--- config.mk ---
export PLATFORM = sky130hd
export DESIGN_NAME = chg_alert_ctrl
export DESIGN_NICKNAME = d
export VERILOG_FILES = /design/src/rtl/chg_alert_pkg.sv /design/src/rtl/chg_thresh_cmp.sv /design/src/rtl/chg_status_flags.sv /design/src/rtl/chg_pin_ctrl.sv /design/src/rtl/chg_alert_ctrl.sv
export SDC_FILE = /design/constraint.sdc
export NUM_CORES = 1
export LEC_CHECK = 0
export BUFFER_PORTS_ARGS = -buffer_cell sky130_fd_sc_hd__buf_2
export CAP_MARGIN = 20
export CORE_UTILIZATION = 29
export DETAILED_ROUTE_END_ITERATION = 7
export PLACE_DENSITY_LB_ADDON = 0.25
export SLEW_MARGIN = 20
export SYNTH_ARGS = -nofsm -noshare
export SYNTH_HDL_FRONTEND = slang
export SYNTH_HIERARCHICAL = 1
export SYNTH_SLANG_ARGS = --single-unit
export TNS_END_PERCENT = 20
--- constraint.sdc ---
create_clock -name clk -period 4.5 [get_ports clk]
set_input_delay 0.225 -clock clk [delete_from_list [all_inputs] [get_ports clk]]
set_output_delay 0.225 -clock clk [all_outputs]
set_load 0.01 [all_outputs]
--- src/rtl/chg_alert_pkg.sv ---
package chg_alert_pkg;
   typedef enum logic [1:0] {
      PIN_OFF   = 2'b00,
      PIN_CC    = 2'b01,
      PIN_ALERT = 2'b10,
      PIN_BAD   = 2'b11
   } pin_mode_e;

   // flag vector order inside the block
   localparam int FL_UVLO = 0;
   localparam int FL_VBAT = 1;
   localparam int FL_LO   = 2;
   localparam int FL_HI   = 3;
   localparam int FL_OVF  = 4;
   localparam int NFLAGS  = 5;

   typedef struct packed {
      logic [1:0] vbat_sel;
      logic [2:0] presc_exp;
      logic [1:0] pin_mode;
      logic       shdn;
   } ctrl_t;
endpackage

--- src/rtl/chg_thresh_cmp.sv ---
module chg_thresh_cmp #(
   parameter int CW        = 16,
   parameter bit INCLUSIVE = 1'b0
) (
   input  logic [CW-1:0] charge_i,
   input  logic [CW-1:0] hi_i,
   input  logic [CW-1:0] lo_i,
   output logic          above_o,
   output logic          below_o
);
   generate
      if (INCLUSIVE) begin : g_incl
         assign above_o = (charge_i >= hi_i);
         assign below_o = (charge_i <= lo_i);
      end else begin : g_strict
         assign above_o = (charge_i > hi_i);
         assign below_o = (charge_i < lo_i);
      end
   endgenerate
endmodule

--- src/rtl/chg_status_flags.sv ---
module chg_status_flags #(
   parameter int NF = 5
) (
   input  logic          clk,
   input  logic          rst_n,
   input  logic [NF-1:0] cond_i,
   input  logic          rd_i,
   output logic [NF-1:0] flag_o,
   output logic          rise_o
);
   logic [NF-1:0] rise_v;

   generate
      for (genvar i = 0; i < NF; i++) begin : g_flag
         logic q;
         always_ff @(posedge clk or negedge rst_n) begin
            if (!rst_n)         q <= 1'b0;
            else if (cond_i[i]) q <= 1'b1;
            else if (rd_i)      q <= 1'b0;
         end
         assign flag_o[i] = q;
         assign rise_v[i] = cond_i[i] & ~q;
      end
   endgenerate

   assign rise_o = |rise_v;
endmodule

--- src/rtl/chg_pin_ctrl.sv ---
module chg_pin_ctrl
   import chg_alert_pkg::*;
#(
   parameter int NF = 5
) (
   input  logic          clk,
   input  logic          rst_n,
   input  pin_mode_e     mode_i,
   input  logic [NF-1:0] flag_i,
   input  logic          rise_i,
   input  logic          ara_win_i,
   output logic          alert_pull_o,
   output logic          cc_en_o
);
   logic released_q;
   logic any_alert;

   always_ff @(posedge clk or negedge rst_n) begin
      if (!rst_n)         released_q <= 1'b0;
      else if (rise_i)    released_q <= 1'b0;
      else if (ara_win_i) released_q <= 1'b1;
   end

   // undervoltage flag never drives the pin
   assign any_alert = flag_i[FL_VBAT] | flag_i[FL_LO] | flag_i[FL_HI] | flag_i[FL_OVF];

   always_comb begin
      alert_pull_o = 1'b0;
      cc_en_o      = 1'b0;
      unique case (mode_i)
         PIN_ALERT: alert_pull_o = any_alert & ~released_q;
         PIN_CC:    cc_en_o      = 1'b1;
         default:   ;
      endcase
   end
endmodule

--- src/rtl/chg_alert_ctrl.sv ---
module chg_alert_ctrl
   import chg_alert_pkg::*;
#(
   parameter int          CW        = 16,
   parameter logic [7:0]  CTRL_RST  = 8'h3C,
   parameter bit          ID_BIT    = 1'b1,
   parameter bit          INCLUSIVE = 1'b0
) (
   input  logic          clk,
   input  logic          rst_n,
   input  logic [CW-1:0] charge_i,
   input  logic          ctrl_wr_i,
   input  logic [7:0]    ctrl_wdata_i,
   input  logic          thr_hi_wr_i,
   input  logic          thr_lo_wr_i,
   input  logic [CW-1:0] thr_wdata_i,
   input  logic          ovf_evt_i,
   input  logic          vbat_low_i,
   input  logic          uvlo_evt_i,
   input  logic          status_rd_i,
   input  logic          ara_win_i,
   output logic [7:0]    status_o,
   output logic [7:0]    ctrl_o,
   output logic [CW-1:0] thr_hi_o,
   output logic [CW-1:0] thr_lo_o,
   output logic [1:0]    vbat_sel_o,
   output logic [2:0]    presc_exp_o,
   output logic          shdn_o,
   output logic          alert_pull_o,
   output logic          cc_en_o
);
   localparam logic [CW-1:0] HI_RST = {CW{1'b1}};
   localparam logic [CW-1:0] LO_RST = {CW{1'b0}};

   generate
      if (CW < 2 || CW > 32) begin : g_bad_cw
         $error("chg_alert_ctrl: CW out of range");
      end
   endgenerate

   ctrl_t         ctrl_q;
   logic [CW-1:0] hi_q, lo_q;
   logic          above, below, rise;
   logic [NFLAGS-1:0] cond, flags;

   always_ff @(posedge clk or negedge rst_n) begin
      if (!rst_n) begin
         ctrl_q <= ctrl_t'(CTRL_RST);
         hi_q   <= HI_RST;
         lo_q   <= LO_RST;
      end else begin
         if (ctrl_wr_i)   ctrl_q <= ctrl_t'(ctrl_wdata_i);
         if (thr_hi_wr_i) hi_q   <= thr_wdata_i;
         if (thr_lo_wr_i) lo_q   <= thr_wdata_i;
      end
   end

   chg_thresh_cmp #(.CW(CW), .INCLUSIVE(INCLUSIVE)) u_cmp (
      .charge_i (charge_i),
      .hi_i     (hi_q),
      .lo_i     (lo_q),
      .above_o  (above),
      .below_o  (below)
   );

   always_comb begin
      cond          = '0;
      cond[FL_UVLO] = uvlo_evt_i;
      cond[FL_VBAT] = vbat_low_i & (ctrl_q.vbat_sel != 2'b00);
      cond[FL_LO]   = below;
      cond[FL_HI]   = above;
      cond[FL_OVF]  = ovf_evt_i;
   end

   chg_status_flags #(.NF(NFLAGS)) u_flags (
      .clk    (clk),
      .rst_n  (rst_n),
      .cond_i (cond),
      .rd_i   (status_rd_i),
      .flag_o (flags),
      .rise_o (rise)
   );

   chg_pin_ctrl #(.NF(NFLAGS)) u_pin (
      .clk          (clk),
      .rst_n        (rst_n),
      .mode_i       (pin_mode_e'(ctrl_q.pin_mode)),
      .flag_i       (flags),
      .rise_i       (rise),
      .ara_win_i    (ara_win_i),
      .alert_pull_o (alert_pull_o),
      .cc_en_o      (cc_en_o)
   );

   assign status_o    = {ID_BIT, 1'b0, flags[FL_OVF], 1'b0,
                         flags[FL_HI], flags[FL_LO], flags[FL_VBAT], flags[FL_UVLO]};
   assign ctrl_o      = ctrl_q;
   assign thr_hi_o    = hi_q;
   assign thr_lo_o    = lo_q;
   assign vbat_sel_o  = ctrl_q.vbat_sel;
   assign presc_exp_o = ctrl_q.presc_exp;
   assign shdn_o      = ctrl_q.shdn;
endmodule

==> results.md, run 1 <==
* Worst Path Required at 4.74 ns
* Maximum number of pins on one net before global-route repair at 47
* Pre-antenna DRT Iters at 4
* Detail-routed net length per standard cell at 13.5 um
* Cell area power density at 341 nW/um2
* Ratio of cells with drive above 1 in the final layout at 54.3%
* Number of violations of the max-capacitance limit at 0
* Total negative slack for setup checks at 0 ns
* Clock tree from TritonCTS: done
* Initial core utilization at 30.1%
* Vias in the first global route at 1990
* Critical path's most frequent cell: sky130_fd_sc_hd__inv_1
* Fill cell count at 969
* TritonCTS Buffers at 5
* Sort of element at the end of the critical path: flop
* Period utilization at 51.1%
* Aggregate global-route resource usage at 12.8%
* Count of flip-flops with a built-in enable after synthesis at 0
* Yosys warning count at 6
* Crit path buffers/inverters at 2
* Number of antenna cells inserted at 0
* Delay of the slowest cell on the worst path at 0.55 ns
* Quantity of gates resized following cts at 0
* Most common library cell in the layout ignoring fill and taps: sky130_fd_sc_hd__buf_2
* Top flip-flop cell by instance count after synthesis: sky130_fd_sc_hd__dfrtp_1
* Layout Nets at 408
* Combined area of all synthesized cells at 2790 um2
* Average instance area after synthesis at 11.9 um2
* Most used cells in the layout excluding fill and tap cells: sky130_fd_sc_hd__buf_2, sky130_fd_sc_hd__inv_1, sky130_fd_sc_hd__ha_1
* Synthesis-stage register bit count at 46
* Buffer type at the clock tree root: sky130_fd_sc_hd__clkbuf_8
* Area of the die at 10000 um2
* Crit path kind: flop to flop
* Chip Height at 100 um
* CTS max path bufs at 2
* Family with the most delay on the worst path: compound AO/OA/AOI/OAI gates
* Clk slew on worst S/H paths at 0.09 ns
* Layout area overhead at 23.4%
* Max H-tree Level at 2
* Number of buffers inserted by port buffering at 102
* Num ports at 106
* Total routed wirelength at 6180 um
* Overall power after layout at 1170 uW
* Final GP Congestion at 0.740
* Result of the run: finished, final reports clean
* # setup viols final at 0
* Post-synthesis async set-or-reset flop share at 100%
* Final design utilization at 37.1%
* Clock Skews at 0.00784 ns
* Antenna-violating nets left at 0
* Sort of element at the start of the critical path: flop
* Timing-limited maximum frequency at 0.435 GHz
* Post-synthesis instance total at 235
* Transition time at the pin with the least slew margin at 0.606 ns
* Number of vias after detailed routing at 1954
* Crit Path Max Fanout at 3
* Die Span X at 100 um
* IR Drop Worst-Case VDD at 0.000136 V
* Final Critical Period at 2.30 ns
* Leakage power at 0.00184 uW
* Initial detailed-routing violation count at 41
* Slew HR at 59.6%
* Unrepaired setup endpoints after global routing: no
* Global-route wire length before repair at 9860 um
* Class of the worst hold path: input pin to asynchronous set/reset pin
* Placeable Area at 9280 um2
* CTS Hold Bufs at 0
* DP HPWL at 4920 um
* Clock latency of the later-clocked register in the worst-skew pair at 0.30 ns
* GRT Residual Overflow at 0
* Final hold violation count at 0
* Remaining design rule violation count at 0
* Via density per instance at 4.28
* Slowest library cell on the worst path: sky130_fd_sc_hd__dfstp_2
* Antenna violations before repair at 0
* Post-CTS repair timing setup buffer count at 0
* Share of the yosys chip area belonging to registers at 42.1%
* Sinks on Clock Net at 46
* List of cells traversed by the critical path: inv_1, ha_1, nand4_1, inv_1, a221oi_1, or2_1, a21oi_2, a222oi_1, o221ai_1, nor2_1
* Number of placement rows at 35
* Distinct cell type count of the synthesized netlist at 38
* Critical path arrival at 2.54 ns
* Pins Over Slew Limit at 0
==> stage by stage <==
stage               setup WS [ns]  std cells  area [um2]  hold slack (ns)
floorplan                    2.35        236        2800          -0.0706
detailed placement           2.21        449        3300            0.365
global placement             2.25        449        3300            0.358
finish                       2.20        457        3450          0.00586
global route                 2.07        457        3450           0.0540
CTS                          2.20        457        3450           0.0300
==> Yosys cell counts (all sizes together), types with 2 or more instances <==
| cell type | number | area (um2) |
|---|---|---|
| dfstp | 20 | 526 |
| nand3 | 3 | 15.0 |
| o21ai | 3 | 15.0 |
| dfrtp | 26 | 651 |
| nor2b | 2 | 15.0 |
| nand4 | 6 | 43.8 |
| nor2 | 4 | 15.0 |
| nand2 | 6 | 22.5 |
| a21o | 8 | 61.3 |
| buf | 19 | 173 |
| inv | 38 | 143 |
| mux2 | 40 | 526 |
| a21oi | 12 | 63.8 |
| nor4 | 2 | 12.5 |
| conb | 2 | 7.51 |
| ha | 31 | 388 |
==> power breakdown <==
group / internal [uW] / switching (uW)
registers: 471 / 34.8
logic: 144 / 144
clock network: 237 / 144
total: 851 / 322
==> flip-flops by register name, summed over array words and instances, names as in the netlist <==
name	cells
u_flags/g_flag.q	5
thr_hi_o	16
vbat_sel_o	2
ctrl_o	2
u_pin/released_q	1
presc_exp_o	3
shdn_o	1
thr_lo_o	16
==> worst reg2reg max path, cell delays in order, from the launching register on <==
cell and delay, ns:
sky130_fd_sc_hd__dfstp_2 0.55, sky130_fd_sc_hd__inv_1 0.04, sky130_fd_sc_hd__ha_1 0.29, sky130_fd_sc_hd__nand4_1 0.19
sky130_fd_sc_hd__inv_1 0.06, sky130_fd_sc_hd__a221oi_1 0.28, sky130_fd_sc_hd__or2_1 0.16, sky130_fd_sc_hd__a21oi_2 0.07
sky130_fd_sc_hd__a222oi_1 0.30, sky130_fd_sc_hd__o221ai_1 0.18, sky130_fd_sc_hd__nor2_1 0.12
==> area by class of cell <==
class	instances	area [um2]	share of cell area [%]
multi-input cells	133	1310	37.9
flip-flops and latches	46	1180	34.1
repair buffers	103	518	15.0
well taps	129	161	4.68
inverters	38	143	4.14
clock buffers	6	82.6	2.40
clock inverters	2	60.1	1.74
==> kinds of logic (layout without fill, tap and decap cells) <==
family | after synthesis | after routing | share of synthesized area (%)
other cells | 2 | 3 | 0.269
mux | 40 | 40 | 18.8
fa+ha+maj | 31 | 31 | 13.9
buf+inv | 57 | 149 | 11.3
simple gates | 28 | 28 | 5.78
compound gates | 31 | 31 | 7.88
flops | 46 | 46 | 42.1
==> path summary, 6_finish.rpt <==
path                                  start                   to  slack (ns)  cells after the start
max                            thr_hi_o[10]     u_pin/released_q        2.20                     10
max in group asynchronous             rst_n          thr_lo_o[1]        4.07                      2
min in group clk                 uvlo_evt_i  u_flags/g_flag[0].q        0.13                      2
min reg2reg                u_pin/released_q     u_pin/released_q        0.52                      2
max reg2reg                    thr_hi_o[10]     u_pin/released_q        2.20                     10
min                                   rst_n          thr_lo_o[6]       0.006                      2
==> layer usage <==
metal / track usage, % / up-vias / part of all wire (%)
met5: 0 / - / 0
met1: 17.0 / 929 / 47
met2: 21.0 / 50 / 47
li1: - / 969 / -
met4: 4.01 / 0 / 1.2
met3: 2.44 / 6 / 4.1
Note: power is estimated with default switching activity, not from simulation.
==> inputs of run 2 (changes only) <==
--- a/config.mk
+++ b/config.mk
@@ -5,6 +5,7 @@
 export SDC_FILE = /design/constraint.sdc
 export NUM_CORES = 1
 export LEC_CHECK = 0
+export ABC_AREA = 1
 export BUFFER_PORTS_ARGS = -buffer_cell sky130_fd_sc_hd__buf_2
 export CAP_MARGIN = 20
 export CORE_UTILIZATION = 29
==> constraint.sdc (replaced) <==
create_clock -name clk -period 2.1 [get_ports clk]
set_input_delay 0.105 -clock clk [delete_from_list [all_inputs] [get_ports clk]]
set_output_delay 0.105 -clock clk [all_outputs]
set_load 0.01 [all_outputs]
==> results.md, run 2 <==
* Final GP Congestion at 0.766
* Transition time at the pin with the least slew margin at 0.608 ns
* Initial detailed-routing violation count at 80
* Number of antenna cells inserted at 0
* Distinct cell type count of the synthesized netlist at 25
* Total routed wirelength at 7100 um
* R2r setup slk at 0.20 ns
* Top cells by instance count after synthesis: sky130_fd_sc_hd__nand2_1, sky130_fd_sc_hd__inv_1, sky130_fd_sc_hd__ha_1
* Unrepaired setup endpoints after global routing: no
* Crit path kind: flop to flop
* Most common library cell in the layout ignoring fill and taps: sky130_fd_sc_hd__nand2_1
* IR Drop Worst-Case VDD at 0.000248 V
* Buffer type at the clock tree root: sky130_fd_sc_hd__clkbuf_8
* Post-synthesis async set-or-reset flop share at 100%
* Area of the die at 10200 um2
* Die Span X at 101 um
* Post-CTS repair timing setup buffer count at 0
* Sort of element at the end of the critical path: flop
* Antenna violations before repair at 0
* Layout area overhead at 25.2%
* Combined area of all synthesized cells at 2840 um2
* Most common cell in the synthesized netlist: sky130_fd_sc_hd__nand2_1
* Critical path arrival at 2.13 ns
* TritonCTS Buffers at 5
* Global-route wire length before repair at 11400 um
* Clock Skews at 0.00656 ns
* Via density per instance at 4.16
* Clock power frac at 25.4%
* Clock latency of the later-clocked register in the worst-skew pair at 0.29 ns
* Top flip-flop cell by instance count after synthesis: sky130_fd_sc_hd__dfrtp_1
* Most area-hungry cell type in the Yosys netlist: sky130_fd_sc_hd__dfrtp_1
* Fill cell count at 1025
* Sequential cell area in the final layout at 1180 um2
* Final Critical Period at 1.90 ns
* Critical path's most frequent cell: sky130_fd_sc_hd__nor2_2
* Number of buffers inserted by port buffering at 102
* Number of placement rows at 35
* Ratio of cells with drive above 1 in the final layout at 30.9%
* Hold slack at 0.0131 ns
* Crit path buffers/inverters at 2
* Worst Path Required at 2.33 ns
* Sinks on Clock Net at 46
* Sink of the worst hold path: thr_lo_o[9]
* Total negative slack for setup checks at 0 ns
* Placeable Area at 9370 um2
* Initial core utilization at 30.3%
* Hold_sp: thr_wdata_i[9]
* Result of the run: finished, final reports clean
* Count of flip-flops with a built-in enable after synthesis at 0
* Power Internal at 1510 uW
* Sequential cell fraction of total power at 47.8%
* Power share of the combinational group at 26.8%
* Leakage power at 0.00209 uW
* Timing-limited maximum frequency at 0.528 GHz
* Period utilization at 90.3%
* Number of violations of the max-capacitance limit at 0
* Sort of element at the start of the critical path: flop
* Post-synthesis instance total at 367
* DP HPWL at 5320 um
* Clk slew on worst S/H paths at 0.09 ns
* Max H-tree Level at 2
* Pre-CTS worst setup slack at 0.193 ns
* GRT Residual Overflow at 0
* Cells on worst reg2reg path at 12
* Endpoint of the worst-slack reg-to-reg timing path: u_pin/released_q
* Most used cells in the layout excluding fill and tap cells: sky130_fd_sc_hd__nand2_1, sky130_fd_sc_hd__buf_2, sky130_fd_sc_hd__inv_1
* Average instance area after synthesis at 7.75 um2
* Remaining design rule violation count at 0
* Yosys warning count at 6
* Top-area cell type share of the netlist area at 22.9%
* Detail-routed net length per standard cell at 11.9 um
* Share of the yosys chip area belonging to registers at 41.4%
* Slew HR at 59.5%
* Pre-antenna DRT Iters at 4
* Family with the most delay on the worst path: simple AND/OR/NAND/NOR gates
* List of cells traversed by the critical path: inv_1, ha_1, nand2_1, nor2_2, nand4_1, nor2_2, a21oi_2, inv_1, nor2_2, nor2_2, nand2_1, nor2_1
* Footprint of the multi-input gates at 1270 um2
* # setup viols final at 0
* Class of the worst hold path: input pin to flop
* Number of vias after detailed routing at 2494
* Cell depth of the worst hold path at 3
* Maximum number of pins on one net before global-route repair at 47
* Ranking of synthesized cells by area: sky130_fd_sc_hd__dfrtp_1, sky130_fd_sc_hd__nand2_1, sky130_fd_sc_hd__dfstp_2
* Clock tree from TritonCTS: done
* Num ports at 106
* Switching Fraction at 32.1%
* Aggregate global-route resource usage at 14.6%
* Antenna-violating nets left at 0
* Crit path setup slack, layout at 0.204 ns
* Final hold violation count at 0
* Crit Path Max Fanout at 3
* CTS max path bufs at 2
* Sw power at 716 uW
* Reg-to-reg startpoint: thr_hi_o[7]
* Vias in the first global route at 2364
* Layout Nets at 550
* Delay of the slowest cell on the worst path at 0.55 ns
* Cell area power density at 626 nW/um2
* Chip Height at 101 um
* Synthesis-stage register bit count at 46
* Slowest library cell on the worst path: sky130_fd_sc_hd__dfstp_2
* Pins Over Slew Limit at 0
run 2: cell types whose count changed after synthesis, sizes merged, moves of 2 or more:
cell    change
nand2     +156
mux2       -40
inv        +18
nor2       +16
a21o        -7
nand4       -4
o21bai      +3
buf         +2
nor2b       -2
nor4        -2
o21ai       +2
run 2: cell families (layout without fill, tap and decap cells):
kind of cell	Yosys count	count (layout)	synth area share, %
other	2	3	0.264
adders and majority gates	31	31	13.6
and+or+nand+nor	188	188	25.8
DFF	46	46	41.4
AOI/OAI and AO/OA	22	22	4.62
buffers and inverters	78	180	14.3
run 2: how the worst max path moves through the flow:
stage	slack [ns]	end	from	depth (start not counted)
5_1_grt	0.008	u_pin/released_q	thr_hi_o[7]	12
3_3_place_gp	0.21	u_pin/released_q	thr_hi_o[7]	12
3_5_place_dp	0.19	u_pin/released_q	thr_hi_o[7]	12
2_1_floorplan	0.43	u_pin/released_q	thr_hi_o[11]	11
6_report	0.20	u_pin/released_q	thr_hi_o[7]	12
4_1_cts	0.18	u_pin/released_q	thr_hi_o[7]	12
run 2: worst min-delay path, stage by stage:
cell,delay [ns]
sky130_fd_sc_hd__buf_2,0.09
sky130_fd_sc_hd__nand2_1,0.04
sky130_fd_sc_hd__nand2_1,0.05
run 2: what timing repair did:
action / 4_1_cts / 5_1_grt
resized for setup: 0 / 1
setup endpoints to repair: 0 / 1
hold buffers: 12 / 0
hold endpoints to repair: 37 / 0
run 2: per-stage QoR:
step | total power (uW) | instances | instance area [um2] | util [%]
6_report | 2230 | 599 | 3560 | 38.0
5_1_grt | 2410 | 599 | 3560 | 38.0
4_1_cts | 2280 | 599 | 3560 | 38.0
3_5_place_dp | 1670 | 579 | 3340 | 35.7
3_3_place_gp | 1660 | 579 | 3340 | 35.7
2_1_floorplan | 1460 | 368 | 2850 | -
run 2: per-layer routing:
layer	up-vias	share of wire, %	track usage [%]
met5	-	0	0
met4	0	0.68	3.68
met3	4	5.6	2.91
met2	65	47	24.2
met1	1136	47	19.4
li1	1289	-	-
run 2: cell type report:
class,count,share of cell area (%)
Clock buffer,6,2.32
Multi-Input combinational cell,244,35.6
Clock inverter,2,0.351
Sequential cell,46,33.0
Inverter,57,6.29
Tap cell,129,4.53
Timing Repair Buffer,115,17.9
run 2: power by group through the flow:
stage	clock, uW	combinational (uW)	sequential (uW)
after floorplan	0	357	1100
after global placement	0	582	1080
after detailed placement	0	590	1080
after CTS	605	610	1070
after global routing	637	694	1080
final	567	598	1070
